===== src/rtl/cmd_setup_pkg.sv =====
package cmd_setup_pkg;
  localparam int REG_W    = 8;
  localparam int MULT_W   = 6;
  localparam int PRESC_W  = 2;
  localparam int NUM_SETS = 2;
  localparam logic [REG_W-1:0] CFG_RST = 8'h01;

  // shift amount per prescaler code: weights 1, 16, 256, 8192
  localparam int unsigned MAX_SHIFT = 13;
  localparam int unsigned MAX_PRE   = (1 << MAX_SHIFT) * ((1 << MULT_W) - 1);
  localparam int CNT_W = $clog2(MAX_PRE + 2);

  typedef struct packed {
    logic [PRESC_W-1:0] presc;
    logic [MULT_W-1:0]  mult;
  } setup_cfg_t;

  function automatic int unsigned presc_shift(input int unsigned code);
    case (code)
      0:       return 0;
      1:       return 4;
      2:       return 8;
      default: return MAX_SHIFT;
    endcase
  endfunction
endpackage


===== src/rtl/setup_cfg_regs.sv =====
module setup_cfg_regs
  import cmd_setup_pkg::*;
#(
  parameter logic [7:0] IDX_SET0 = 8'h3A,
  parameter logic [7:0] IDX_SET1 = 8'h3D
) (
  input  logic                          clk,
  input  logic                          rst,
  input  logic                          wr,
  input  logic [7:0]                    idx,
  input  logic [REG_W-1:0]              wdata,
  output logic [REG_W-1:0]              rdata,
  output logic [NUM_SETS-1:0][REG_W-1:0] cfg_q
);
  logic [NUM_SETS-1:0] hit;

  for (genvar g = 0; g < NUM_SETS; g++) begin : g_set
    localparam logic [7:0] MY_IDX = (g == 0) ? IDX_SET0 : IDX_SET1;
    assign hit[g] = (idx == MY_IDX);
    always_ff @(posedge clk) begin
      if (rst)
        cfg_q[g] <= CFG_RST;
      else if (wr && hit[g])
        cfg_q[g] <= wdata;
    end
  end

  logic [REG_W-1:0] rd_mux;
  always_comb begin
    rd_mux = '0;
    for (int i = 0; i < NUM_SETS; i++)
      if (hit[i]) rd_mux = cfg_q[i];
  end

  always_ff @(posedge clk) begin
    if (rst) rdata <= '0;
    else     rdata <= rd_mux;
  end
endmodule


===== src/rtl/setup_len_calc.sv =====
module setup_len_calc
  import cmd_setup_pkg::*;
(
  input  setup_cfg_t       cfg,
  output logic [CNT_W-1:0] pre_len   // S - 1 = weight * multiplier
);
  localparam int NCODES = 1 << PRESC_W;
  logic [NCODES-1:0][CNT_W-1:0] cand;

  for (genvar c = 0; c < NCODES; c++) begin : g_code
    localparam int unsigned SH = presc_shift(c);
    assign cand[c] = CNT_W'(cfg.mult) << SH;
  end

  assign pre_len = cand[cfg.presc];
endmodule


===== src/rtl/setup_down_counter.sv =====
module setup_down_counter
  import cmd_setup_pkg::*;
(
  input  logic             clk,
  input  logic             rst,
  input  logic             start,
  input  logic [CNT_W-1:0] pre_len,
  output logic             busy,
  output logic             done
);
  logic [CNT_W-1:0] remain;

  always_ff @(posedge clk) begin
    if (rst) begin
      busy   <= 1'b0;
      done   <= 1'b0;
      remain <= '0;
    end else if (!busy) begin
      if (start) begin
        busy   <= 1'b1;
        remain <= pre_len;
        done   <= (pre_len == '0);
      end
    end else if (done) begin
      busy <= 1'b0;
      done <= 1'b0;
    end else if (remain == CNT_W'(1)) begin
      done   <= 1'b1;
      remain <= '0;
    end else begin
      remain <= remain - CNT_W'(1);
    end
  end
endmodule


===== src/rtl/cmd_setup_timer.sv =====
module cmd_setup_timer
  import cmd_setup_pkg::*;
#(
  parameter logic [7:0] IDX_SET0 = 8'h3A,
  parameter logic [7:0] IDX_SET1 = 8'h3D
) (
  input  logic       clk,
  input  logic       rst,
  input  logic       reg_wr,
  input  logic [7:0] reg_idx,
  input  logic [7:0] reg_wdata,
  output logic [7:0] reg_rdata,
  input  logic       cyc_start,
  input  logic       set_sel,
  output logic       setup_done,
  output logic       busy
);
  logic [NUM_SETS-1:0][REG_W-1:0] cfg_q;
  setup_cfg_t       active_cfg;
  logic [CNT_W-1:0] pre_len;

  setup_cfg_regs #(.IDX_SET0(IDX_SET0), .IDX_SET1(IDX_SET1)) u_regs (
    .clk(clk), .rst(rst), .wr(reg_wr), .idx(reg_idx),
    .wdata(reg_wdata), .rdata(reg_rdata), .cfg_q(cfg_q)
  );

  assign active_cfg = setup_cfg_t'(cfg_q[set_sel]);

  setup_len_calc u_calc (.cfg(active_cfg), .pre_len(pre_len));

  setup_down_counter u_cnt (
    .clk(clk), .rst(rst), .start(cyc_start), .pre_len(pre_len),
    .busy(busy), .done(setup_done)
  );
endmodule


===== config.mk =====
export PLATFORM = sky130hd
export DESIGN_NAME = cmd_setup_timer
export DESIGN_NICKNAME = d
export VERILOG_FILES = /design/src/rtl/cmd_setup_pkg.sv /design/src/rtl/setup_cfg_regs.sv /design/src/rtl/setup_len_calc.sv /design/src/rtl/setup_down_counter.sv /design/src/rtl/cmd_setup_timer.sv
export SDC_FILE = /design/constraint.sdc
export NUM_CORES = 1
export LEC_CHECK = 0
export ABC_AREA = 1
export BUFFER_PORTS_ARGS = -buffer_cell sky130_fd_sc_hd__buf_2
export CAP_MARGIN = 25
export CORE_MARGIN = 8
export CORE_UTILIZATION = 45
export CTS_CLUSTER_DIAMETER = 150
export CTS_CLUSTER_SIZE = 40
export DETAILED_ROUTE_END_ITERATION = 10
export GPL_ROUTABILITY_DRIVEN = 0
export GPL_TIMING_DRIVEN = 0
export SYNTH_ARGS = -nofsm -noshare
export SYNTH_HDL_FRONTEND = slang
export SYNTH_SLANG_ARGS = --single-unit

===== constraint.sdc =====
create_clock -name clk -period 1.9 [get_ports clk]
set_clock_uncertainty 0.15 [all_clocks]
set_input_delay 0.475 -clock clk [delete_from_list [all_inputs] [get_ports clk]]
set_output_delay 0.475 -clock clk [all_outputs]
set_load 0.1 [all_outputs]

==> results.tsv <==
metric	value	unit
io_buffers	29	
routed_wl	7310	um
ios	31	
fmax	552	MHz
seq_area_frac_synth	34.1	%
cts_buffers	5	
worst_pin_slew	0.556	ns
hold_buffers	0	
crit_arrival	1.19	ns
drv_slew	0	
r2r-end	u_cnt.remain[14]	
crit_buf_inv	1	
antenna_cells	0	
overflow	0	
ir_drop	0.000349	V
critPathTopFamily	buffers and inverters	
h-tree-depth	2	
placed_cell_area	2880	um^2
grt_start_max_net_pins	14	
critPathSlowestCell	buf_2	
max_stage_delay	0.46	ns
start_kind	flip-flop	
cp_max_fo	7	
finalNetCount	474	
wl_per_cell	13.9	um
p_per_area	762	nW/um^2
r2r_slack	0.18	ns
hp-start	reg_wdata[0]	
status	finished clean	
grt_use_total	17.2	%
yosysWarningCount	0	
die_h	92.6	um
drc	0	
crit_chain	buf_2	
required	1.27	ns
synth_area	2640	um^2
cts_buffer_depth	2	
power.leakage	1.34	nW
holdPathEnd	u_regs.cfg_q[0]	
hold_depth	3	
synthesis.nets	438	
core-area	5780	um^2
ys_seq_elements	45	
grt_pass1_wl	11900	um
setup_viol	0	
via_per_inst	5.13	
vias	2706	
start_util	45.7	%
endpoint_kind	output pin	
cap_violations	0	
die_w	92.6	um
clock-sinks	45	
design_area	2980	um^2
die_area	8570	um^2
hold_viol	0	
r2r-start	u_cnt.remain[0]	
cts_tree	built	
grt_pass1_vias	2552	
postSynthAreaPerCell	6.36	um^2
critPathKind	flip-flop to output pin	
fin_total_pwr	2.27	mW
clkSlewWorstSetupHoldPaths	0.08	ns
drt_iter0_drc	136	
post-cts-setup-buffers	0	
num_rows	28	
cts-root-buf	clkbuf_8	
ys_types	29	
critPathLaunch	u_cnt.busy	
finalNonFillerCells	527	
period_share	95.4	%
dp_hpwl	5580	um
rr_worst_depth	9	
syn_to_final_growth	12.8	%
final_layout_size_suffix_gt1_share	16.6	%
antenna_found_initial	0	
drtAntennaViolNets	0	
hp-class	input port to flip-flop	
drt-pass1-iter-count	6	
netlist_instances	415	
period_minus_slack	1.81	ns
relSlewSlack	62.9	%
rsz0062_at_grt	no	
clk_latency	0.30	ns
dpl.cell_count	519	
[state kept, by name, indices dropped and copies added, names as in the netlist]
name          flops
u_regs.rdata      8
u_cnt.remain     19
u_cnt.busy        1
u_regs.cfg_q     16
u_cnt.done        1
[per-layer routing]
layer	routed length, um	GRT usage, %	vias up
li1	-	-	1409
met1	3270	19.2	1221
met2	3610	31.5	56
met3	171	2.67	20
met4	263	7.65	0
met5	0	0	-
[where the power goes]
part	switching [mW]	internal (mW)	total, mW	leakage (nW)
clock	0.336	0.256	0.592	0.0450
sequential	0.0641	0.995	1.06	0.367
combinational	0.392	0.226	0.618	0.930
total	0.792	1.48	2.27	1.34
[layout make-up]
cell class | instances | area, um^2
clock inverter | 2 | 10.0
sequential | 45 | 903
inverter | 28 | 105
clock buffer | 6 | 72.6
fill | 617 | 2800
tap | 75 | 93.8
timing repair buffer | 29 | 145
buffer | 17 | 109
multi-input combinational | 325 | 1540
[synthesized netlist by cell type]
cell type,number,area [um^2]
buf_6,3,33.8
nand2_1,128,480
clkbuf_1,5,18.8
a21oi_1,37,185
xor2_1,7,61.3
buf_4,4,30.0
nor2_1,59,221
nor3_2,3,30.0
nand4_1,5,31.3
dfxtp_1,45,901
buf_2,5,25.0
nor2_2,3,18.8
nand3_1,20,100
o21ai_1,3,15.0
o21a_1,1,7.51
inv_1,22,82.6
nand2_4,2,22.5
and2_1,1,6.26
a21oi_2,1,8.76
o21ai_0,31,155
inv_2,6,22.5
a31oi_1,4,25.0
ha_1,2,25.0
a21o_1,1,7.51
xnor2_1,8,70.1
o31ai_1,1,7.51
nor3_1,2,10.0
nor4_1,1,6.26
nand2_2,5,31.3
[worst max-delay path by stage]
stage / to / cells after the start
CTS: u_cnt.remain[14] / 9
floorplan: u_cnt.remain[7] / 8
detailed placement: u_regs.cfg_q[2] / 6
global route: u_regs.cfg_q[14] / 8
finish: busy / 1
global placement: u_regs.cfg_q[2] / 6
[per-stage QoR]
stage | util, % | TNS [ns] | hold slack [ns] | setup WS (ns)
finish | 51.5 | 0 | 0.239 | 0.0869
global route | 51.5 | 0 | 0.243 | 0.00462
CTS | 51.3 | 0 | 0.233 | 0.0624
detailed placement | 49.8 | -2.35 | 0.319 | -0.212
global placement | 49.8 | -2.10 | 0.321 | -0.212
floorplan | - | 0 | 0.302 | 0.133
[what timing repair did]
item,in CTS,in global routing
hold endpoints to repair,0,0
endpoints found under the setup margin,0,9
gates resized for setup,0,7
[cells by family (layout without fill, tap and decap cells)]
logic type                 count (synthesis)  count (layout)  synth area share, %
AOI/OAI and AO/OA                         79              79                 15.6
xor gates and xnor gates                  15              15                 4.98
adders and majority gates                  2               2                0.948
buffers and inverters                     45              82                 8.06
DFF                                       45              45                 34.1
and+or+nand+nor                          229             229                 36.3
[layout by cell type (no fill, tap or decap), types with 2 or more instances in the layout]
cell type	n
nand2_1	128
nor2_1	57
dfxtp_1	43
a21oi_1	37
buf_2	34
o21ai_0	31
inv_1	21
nand3_1	20
xnor2_1	8
inv_2	7
xor2_1	7
nand4_1	5
nor2_2	5
clkbuf_1	5
clkbuf_8	5
buf_4	4
nand2_2	4
a31oi_1	4
o21ai_1	3
nand2_4	3
buf_6	3
nor3_2	3
nor3_1	2
clkinv_2	2
dfxtp_2	2
Power figures use the tool's default switching activity.
